### src/rtl/nand_seq_pkg.sv
package nand_seq_pkg;

  typedef enum logic [1:0] {
    PH_CMD     = 2'b00,
    PH_COL     = 2'b01,
    PH_PAGE    = 2'b10,
    PH_COLPAGE = 2'b11
  } phase_e;

  typedef enum logic [2:0] {
    S_IDLE,
    S_LOAD,
    S_CMD,
    S_ADDR,
    S_WAIT,
    S_POLL_CMD,
    S_POLL_RD,
    S_DONE
  } seq_state_e;

  localparam logic [7:0] OP_RESET  = 8'hFF;
  localparam logic [7:0] OP_STATUS = 8'h70;
  localparam int         RDY_BIT   = 6;

endpackage

### src/rtl/nand_addr_byte.sv
module nand_addr_byte #(
  parameter int OFS_W = 32,
  parameter int SH_W  = 5,
  parameter int IDX_W = 3
) (
  input  logic [OFS_W-1:0] offset,
  input  logic [SH_W-1:0]  shift,
  input  logic [IDX_W-1:0] ncol,
  input  logic [IDX_W-1:0] idx,
  output logic [7:0]       byte_o
);

  logic [OFS_W-1:0] col_mask;
  logic [OFS_W-1:0] col_val;
  logic [OFS_W-1:0] page_val;
  logic [OFS_W-1:0] sel_val;
  logic [IDX_W-1:0] page_idx;

  always_comb begin
    col_mask = ~({OFS_W{1'b1}} << shift);
    col_val  = offset & col_mask;
    page_val = offset >> shift;
    page_idx = idx - ncol;
    if (idx < ncol) begin
      sel_val = col_val >> {idx, 3'b000};
    end else begin
      sel_val = page_val >> {page_idx, 3'b000};
    end
    byte_o = sel_val[7:0];
  end

endmodule

### src/rtl/nand_strobe.sv
module nand_strobe #(
  parameter int LO_CYC = 2,
  parameter int HI_CYC = 2,
  localparam int CNT_W = $clog2(LO_CYC + HI_CYC + 1)
) (
  input  logic clk,
  input  logic rst_n,
  input  logic go,
  output logic active,
  output logic low,
  output logic fin
);

  localparam logic [CNT_W-1:0] LAST = CNT_W'(LO_CYC + HI_CYC - 1);
  localparam logic [CNT_W-1:0] LOW_END = CNT_W'(LO_CYC);

  logic             act_q, act_d;
  logic [CNT_W-1:0] cnt_q, cnt_d;
  logic             en;

  assign fin    = act_q && (cnt_q == LAST);
  assign low    = act_q && (cnt_q < LOW_END);
  assign active = act_q;
  assign en     = go || act_q;

  always_comb begin
    act_d = act_q;
    cnt_d = cnt_q;
    if (go) begin
      act_d = 1'b1;
      cnt_d = '0;
    end else if (fin) begin
      act_d = 1'b0;
      cnt_d = '0;
    end else begin
      cnt_d = cnt_q + 1'b1;
    end
  end

  always_ff @(posedge clk or negedge rst_n) begin
    if (!rst_n) begin
      act_q <= 1'b0;
      cnt_q <= '0;
    end else if (en) begin
      act_q <= act_d;
      cnt_q <= cnt_d;
    end
  end

endmodule

### src/rtl/nand_wait_ctr.sv
module nand_wait_ctr #(
  parameter int CNT_W = 12
) (
  input  logic             clk,
  input  logic             rst_n,
  input  logic             clr,
  input  logic             en,
  output logic [CNT_W-1:0] cnt_o
);

  logic [CNT_W-1:0] cnt_q, cnt_d;

  always_comb begin
    cnt_d = clr ? '0 : cnt_q + 1'b1;
  end

  always_ff @(posedge clk or negedge rst_n) begin
    if (!rst_n) begin
      cnt_q <= '0;
    end else if (clr || en) begin
      cnt_q <= cnt_d;
    end
  end

  assign cnt_o = cnt_q;

endmodule

### src/rtl/nand_cmdaddr_seq.sv
module nand_cmdaddr_seq
  import nand_seq_pkg::*;
#(
  parameter int OFS_W         = 32,
  parameter int DQ_W          = 16,
  parameter int MAX_COL       = 2,
  parameter int MAX_PAGE      = 4,
  parameter int WE_LO_CYC     = 2,
  parameter int WE_HI_CYC     = 2,
  parameter int CMD_WAIT_CYC  = 1250,
  parameter int ADDR_WAIT_CYC = 3125,
  parameter int RB_TMO_CYC    = 12500,
  localparam int SH_W   = $clog2(OFS_W),
  localparam int COLC_W = $clog2(MAX_COL + 1),
  localparam int PGC_W  = $clog2(MAX_PAGE + 1)
) (
  input  logic              clk,
  input  logic              rst_n,
  input  logic              start,
  input  logic [1:0]        phase_kind,
  input  logic [7:0]        cmd_byte,
  input  logic [OFS_W-1:0]  byte_ofs,
  input  logic [SH_W-1:0]   cfg_page_shift,
  input  logic [COLC_W-1:0] cfg_col_cycles,
  input  logic [PGC_W-1:0]  cfg_page_cycles,
  input  logic              cfg_use_rb,
  input  logic              rb_ready,
  input  logic [DQ_W-1:0]   dq_in,
  output logic              cle,
  output logic              ale,
  output logic              we_n,
  output logic              re_n,
  output logic [DQ_W-1:0]   dq_out,
  output logic              dq_oe,
  output logic              busy,
  output logic              done,
  output logic              timeout_err
);

  localparam int IDX_W  = $clog2(MAX_COL + MAX_PAGE + 1);
  localparam int WMAX_A = (CMD_WAIT_CYC > ADDR_WAIT_CYC) ? CMD_WAIT_CYC : ADDR_WAIT_CYC;
  localparam int WMAX   = (WMAX_A > RB_TMO_CYC) ? WMAX_A : RB_TMO_CYC;
  localparam int WCNT_W = $clog2(WMAX + 1);
  localparam logic [WCNT_W-1:0] CMD_LAST  = WCNT_W'(CMD_WAIT_CYC - 1);
  localparam logic [WCNT_W-1:0] ADDR_LAST = WCNT_W'(ADDR_WAIT_CYC - 1);
  localparam logic [WCNT_W-1:0] TMO_LAST  = WCNT_W'(RB_TMO_CYC - 1);

  // reset: asserted asynchronously, released on the clock
  logic [1:0] rst_sync_q;
  logic       rst_ni;

  always_ff @(posedge clk or negedge rst_n) begin
    if (!rst_n) begin
      rst_sync_q <= 2'b00;
    end else begin
      rst_sync_q <= {rst_sync_q[0], 1'b1};
    end
  end
  assign rst_ni = rst_sync_q[1];

  // state and request registers
  seq_state_e         st_q, st_d;
  phase_e             kind_q;
  logic [7:0]         cmd_q;
  logic [OFS_W-1:0]   ofs_q;
  logic [SH_W-1:0]    sh_q;
  logic [COLC_W-1:0]  ncol_q;
  logic [PGC_W-1:0]   npage_q;
  logic               userb_q;
  logic [IDX_W-1:0]   bidx_q, bidx_d;
  logic [7:0]         dq_q, dq_d;
  logic               err_q, err_d;
  logic               load_cfg;

  // strobe and wait helpers
  logic               go;
  logic               stb_active;
  logic               stb_low;
  logic               stb_fin;
  logic               wclr;
  logic               wen;
  logic [WCNT_W-1:0]  wcnt;
  logic [WCNT_W-1:0]  wlast;

  // address byte selection
  logic [IDX_W-1:0]   ncol_eff;
  logic [IDX_W-1:0]   npage_eff;
  logic [IDX_W-1:0]   nbytes;
  logic [IDX_W-1:0]   idx_nx;
  logic [7:0]         abyte;
  logic               stat_rdy;
  logic               unused_dq;

  assign ncol_eff  = kind_q[0] ? IDX_W'(ncol_q) : '0;
  assign npage_eff = kind_q[1] ? IDX_W'(npage_q) : '0;
  assign nbytes    = ncol_eff + npage_eff;
  assign idx_nx    = (st_q == S_LOAD) ? '0 : bidx_q + 1'b1;
  assign stat_rdy  = dq_in[RDY_BIT];
  assign unused_dq = ^dq_in;

  nand_addr_byte #(
    .OFS_W (OFS_W),
    .SH_W  (SH_W),
    .IDX_W (IDX_W)
  ) u_abyte (
    .offset (ofs_q),
    .shift  (sh_q),
    .ncol   (ncol_eff),
    .idx    (idx_nx),
    .byte_o (abyte)
  );

  nand_strobe #(
    .LO_CYC (WE_LO_CYC),
    .HI_CYC (WE_HI_CYC)
  ) u_strobe (
    .clk    (clk),
    .rst_n  (rst_ni),
    .go     (go),
    .active (stb_active),
    .low    (stb_low),
    .fin    (stb_fin)
  );

  assign wen = (st_q == S_WAIT);

  nand_wait_ctr #(
    .CNT_W (WCNT_W)
  ) u_wait (
    .clk   (clk),
    .rst_n (rst_ni),
    .clr   (wclr),
    .en    (wen),
    .cnt_o (wcnt)
  );

  always_comb begin
    if (userb_q) begin
      wlast = TMO_LAST;
    end else if (kind_q == PH_CMD) begin
      wlast = CMD_LAST;
    end else begin
      wlast = ADDR_LAST;
    end
  end

  // next-state logic
  always_comb begin
    st_d     = st_q;
    go       = 1'b0;
    load_cfg = 1'b0;
    wclr     = 1'b0;
    dq_d     = dq_q;
    bidx_d   = bidx_q;
    err_d    = err_q;
    unique case (st_q)
      S_IDLE: begin
        if (start) begin
          st_d     = S_LOAD;
          load_cfg = 1'b1;
          err_d    = 1'b0;
        end
      end
      S_LOAD: begin
        go     = 1'b1;
        bidx_d = '0;
        if (kind_q == PH_CMD) begin
          st_d = S_CMD;
          dq_d = cmd_q;
        end else begin
          st_d = S_ADDR;
          dq_d = abyte;
        end
      end
      S_CMD: begin
        if (stb_fin) begin
          st_d = S_WAIT;
          wclr = 1'b1;
        end
      end
      S_ADDR: begin
        if (stb_fin) begin
          if (idx_nx < nbytes) begin
            go     = 1'b1;
            dq_d   = abyte;
            bidx_d = idx_nx;
          end else begin
            st_d = S_WAIT;
            wclr = 1'b1;
          end
        end
      end
      S_WAIT: begin
        if (userb_q) begin
          if (rb_ready) begin
            st_d = S_DONE;
          end else if (wcnt == wlast) begin
            st_d  = S_DONE;
            err_d = 1'b1;
          end
        end else if (wcnt == wlast) begin
          if ((kind_q == PH_CMD) && (cmd_q == OP_RESET)) begin
            st_d = S_POLL_CMD;
            go   = 1'b1;
            dq_d = OP_STATUS;
          end else begin
            st_d = S_DONE;
          end
        end
      end
      S_POLL_CMD: begin
        if (stb_fin) begin
          st_d = S_POLL_RD;
          go   = 1'b1;
        end
      end
      S_POLL_RD: begin
        if (stb_fin) begin
          if (stat_rdy) begin
            st_d = S_DONE;
          end else begin
            go = 1'b1;
          end
        end
      end
      S_DONE: begin
        st_d = S_IDLE;
      end
      default: begin
        st_d = S_IDLE;
      end
    endcase
  end

  // registers
  always_ff @(posedge clk or negedge rst_ni) begin
    if (!rst_ni) begin
      st_q   <= S_IDLE;
      dq_q   <= '0;
      bidx_q <= '0;
      err_q  <= 1'b0;
    end else begin
      st_q   <= st_d;
      dq_q   <= dq_d;
      bidx_q <= bidx_d;
      err_q  <= err_d;
    end
  end

  always_ff @(posedge clk or negedge rst_ni) begin
    if (!rst_ni) begin
      kind_q  <= PH_CMD;
      cmd_q   <= '0;
      ofs_q   <= '0;
      sh_q    <= '0;
      ncol_q  <= '0;
      npage_q <= '0;
      userb_q <= 1'b0;
    end else if (load_cfg) begin
      kind_q  <= phase_e'(phase_kind);
      cmd_q   <= cmd_byte;
      ofs_q   <= byte_ofs;
      sh_q    <= cfg_page_shift;
      ncol_q  <= cfg_col_cycles;
      npage_q <= cfg_page_cycles;
      userb_q <= cfg_use_rb;
    end
  end

  // pin outputs
  assign cle         = (st_q == S_CMD) || (st_q == S_POLL_CMD);
  assign ale         = (st_q == S_ADDR);
  assign dq_oe       = cle || ale;
  assign we_n        = !(stb_active && stb_low && dq_oe);
  assign re_n        = !(stb_active && stb_low && (st_q == S_POLL_RD));
  assign dq_out      = DQ_W'(dq_q);
  assign busy        = (st_q != S_IDLE);
  assign done        = (st_q == S_DONE);
  assign timeout_err = err_q;

endmodule

### config.mk
export PLATFORM = sky130hd
export DESIGN_NAME = nand_cmdaddr_seq
export DESIGN_NICKNAME = d
export VERILOG_FILES = /design/src/rtl/nand_seq_pkg.sv /design/src/rtl/nand_addr_byte.sv /design/src/rtl/nand_strobe.sv /design/src/rtl/nand_wait_ctr.sv /design/src/rtl/nand_cmdaddr_seq.sv
export SDC_FILE = /design/constraint.sdc
export NUM_CORES = 1
export LEC_CHECK = 0
export ABC_AREA = 1
export ABC_CLOCK_PERIOD_IN_PS = 3800
export BUFFER_PORTS_ARGS = -buffer_cell sky130_fd_sc_hd__buf_2
export CORE_MARGIN = 2
export CORE_UTILIZATION = 53
export DETAILED_ROUTE_END_ITERATION = 12
export GPL_ROUTABILITY_DRIVEN = 1
export PLACE_DENSITY = 0.75
export SLEW_MARGIN = 20
export SYNTH_ARGS = -nofsm -noshare
export SYNTH_HDL_FRONTEND = slang
export SYNTH_SLANG_ARGS = --single-unit
export TNS_END_PERCENT = 100
### constraint.sdc
create_clock -name clk -period 3.8 [get_ports clk]
set_input_delay 0.57 -clock clk [delete_from_list [all_inputs] [get_ports clk]]
set_output_delay 0.57 -clock clk [all_outputs]
set_load 0.05 [all_outputs]
==> metrics.cfg <==
[floorplanning]
dieHeight_microns=113
die_area_sq_um=12900
io-pin-count=97
initial_core_util=0.548
die_width_microns=113
coreArea_sq_um=11600
std_cell_rows=39

[cts]
cts_hold_buf=1
cts_tree=done
post_cts_buffers=0
clockRootBuffer=clkbuf_16
cts_repair_resize_count=0
clockBufferDepth=2
h-tree-depth=3
clock_sinks=88
clkSlewWorstSetupHoldPaths_ps=60
clock_latency_ps=350
numCtsBuffers=9

[cells_and_area]
fillers=1150
num_antenna_cells=0
fin_nets=1118
drive_above_1_share=0.126
synthToLayoutAreaGrowth_pct=10.3
final_cell_count_no_fill=1183
finish.utilization=0.605

[global_routing]
grt_max_degree=69
grt_pass1_wl_microns=29600
grt_antenna_before_repair=0
grt-ovfl-total=0
grt_pass1_vias=6092
grt.total_usage=0.289

[setup_path]
crit_required_ps=4040
path_buf_inv=2
crit_top_cell=nand2_1
end_kind=flip-flop
max_stage_delay_ps=540
path_cells=inv_1 -> nand3_4 -> nand2_4 -> ha_1 -> fa_1 -> nand2_1 -> inv_2 -> o21ai_0 -> a21boi_0 -> nor2_1 -> nand2_1 -> nand2_1 -> nand2_1 -> nand2_1 -> nor2_1 -> nor2_1
cp-start-kind=flip-flop
crit_slowest_cell=dfrtp_1
cp_max_fo=20
crit_type=flip-flop to flip-flop
arrival_ps=3400
crit_family=simple AND/OR/NAND/NOR gates

[placement]
post-dp-hpwl_microns=13000
gp_congestion=1.01
portBuffers=73
dp.cells=1166
pre_cts_ws_ps=655

[power_and_ir_drop]
ir_drop_v=0.000425
power_density_nw_per_um2=988
cellLeakagePower_nw=3.72

[logic_synthesis]
synth_seq_area_share=0.347
yosys_warnings=0
synth_fa_ha_area_frac=0.0221
yosysTopAreaCell=dfrtp_1
yosys-top-cells-area=dfrtp_1, nand2_1, nand3_1
post-synth-top-count-cell=nand2_1
async_flop_share=1.00
synth_simple_gate_area_frac=0.422
synth_top_family_by_area=simple AND/OR/NAND/NOR gates
syn_area_sq_um=6340
synth_edf_count=0
synth_common_cells=nand2_1, nand3_1, dfrtp_1, inv_1, o21ai_0
synth_top_area_share=0.347
muxShareOfSynthArea=0
netlist_instances=985
synth_xor_area_frac=0.00829
synthFlopType=dfrtp_1
synth_cell_types=47
synth-seq-cells=88
avgSynthCellArea_sq_um=6.44
synth_compound_area_frac=0.104

[hold_path]
hp-class=flip-flop to flip-flop

[drt]
drc=0
drtIter0Drc=644
ant_nets=0
wl_microns=17700
via_per_inst=5.56
post_drt_wl_per_cell_microns=15.0
dr.pass1.iters=6
num_vias=6575

[job]
maxCapViolCount=0

[sta]
period_share=0.832
fmax_ghz=0.316
fin_ws_ps=639
setup_viol=0
fin_crit_ps=3160
hold_ws_ps=357
worstMarginPinSlew_ps=993
fin_tns_setup_ps=0
hold_violations=0
rsz0062_at_grt=no
slew_violations=0
fin_skew_ps=7.20
slew_headroom=0.338

[outcome]
status=complete, no violations

## sequential cells by signal, summed over array words and instances, names as in the netlist
name,flops
bidx_q,3
cmd_q,8
dq_q,8
kind_q,2
ncol_q,2
npage_q,3
ofs_q,32
rst_sync_q,2
sh_q,5
st_q,3
timeout_err,1
u_strobe.active,1
u_strobe.cnt_q,3
u_wait.cnt_o,14
userb_q,1
## per-layer routing
layer,GRT usage,wire length (microns),vias to the layer above
met5,0,0,-
met4,0.114,454,0
met3,0.0749,1730,43
met2,0.406,7260,313
met1,0.427,8250,2962
li1,-,-,3257
## power breakdown
part | internal [W] | switching (W)
combinational | 0.00129 | 0.00289
sequential | 0.00132 | 0.000544
clock | 0.000483 | 0.000381
## path summary, 6_finish.rpt
| check | start | slack [ps] | cells past startpoint | end |
|---|---|---|---|---|
| hold / removal | rst_sync_q[0]$_DFF_PN0_ | 360 | 0 | rst_sync_q[1]$_DFF_PN0_ |
| max in group asynchronous | rst_sync_q[1]$_DFF_PN0_ | 2590 | 1 | ofs_q[27]$_DFFE_PN0P_ |
| setup reg to reg | st_q[1]$_DFFE_PN0P_ | 640 | 16 | dq_q[6]$_DFFE_PN0P_ |
| min in group asynchronous | rst_sync_q[1]$_DFF_PN0_ | 420 | 0 | ofs_q[9]$_DFFE_PN0P_ |
| hold reg to reg | rst_sync_q[0]$_DFF_PN0_ | 360 | 0 | rst_sync_q[1]$_DFF_PN0_ |
| setup / recovery | st_q[1]$_DFFE_PN0P_ | 640 | 16 | dq_q[6]$_DFFE_PN0P_ |
## layout make-up
type / count / area [sq um] / share of cell area
inverter: 86 / 330 / 0.0472
clock buffer: 11 / 253 / 0.0361
clock inverter: 5 / 38.8 / 0.00555
tap: 143 / 179 / 0.0256
sequential: 88 / 2210 / 0.315
multi-input combinational: 770 / 3570 / 0.510
timing repair buffer: 80 / 420 / 0.0601
## cells by family after synthesis
| logic type | after synthesis |
|---|---|
| flip-flops | 88 |
| XOR/XNOR | 6 |
| AO/OA/AOI/OAI | 120 |
| buffers and inverters | 134 |
| adder cells (fa/ha/maj) | 10 |
| AND/OR/NAND/NOR | 625 |
| other | 2 |
## metrics by stage
stage	power [W]	area, sq um
finish	0.00691	6990
global route	0.00756	6990
CTS	0.00681	6990
detailed placement	0.00592	6690
global placement	0.00588	6690
floorplan	0.00495	6370
## cell usage in the layout, fill, tap and decap left out, types with 4 or more instances in the layout
master | netlist | routed
a21oi_1 | 27 | 27
nand2_2 | 7 | 7
buf_4 | 11 | 6
nand4_1 | 7 | 7
nor2_4 | 5 | 5
conb_1 | 2 | 9
nor2_1 | 60 | 60
nor3_1 | 11 | 11
buf_2 | 17 | 73
nand3_1 | 127 | 127
clkbuf_16 | 0 | 9
xor2_1 | 4 | 4
dfrtp_1 | 88 | 87
inv_1 | 78 | 77
nand2_1 | 394 | 394
o2111ai_1 | 4 | 4
o21ai_0 | 66 | 66
ha_1 | 8 | 8
o21ai_1 | 5 | 5
inv_2 | 6 | 7
a31oi_1 | 6 | 6
Note: power is estimated with default switching activity, not from simulation.
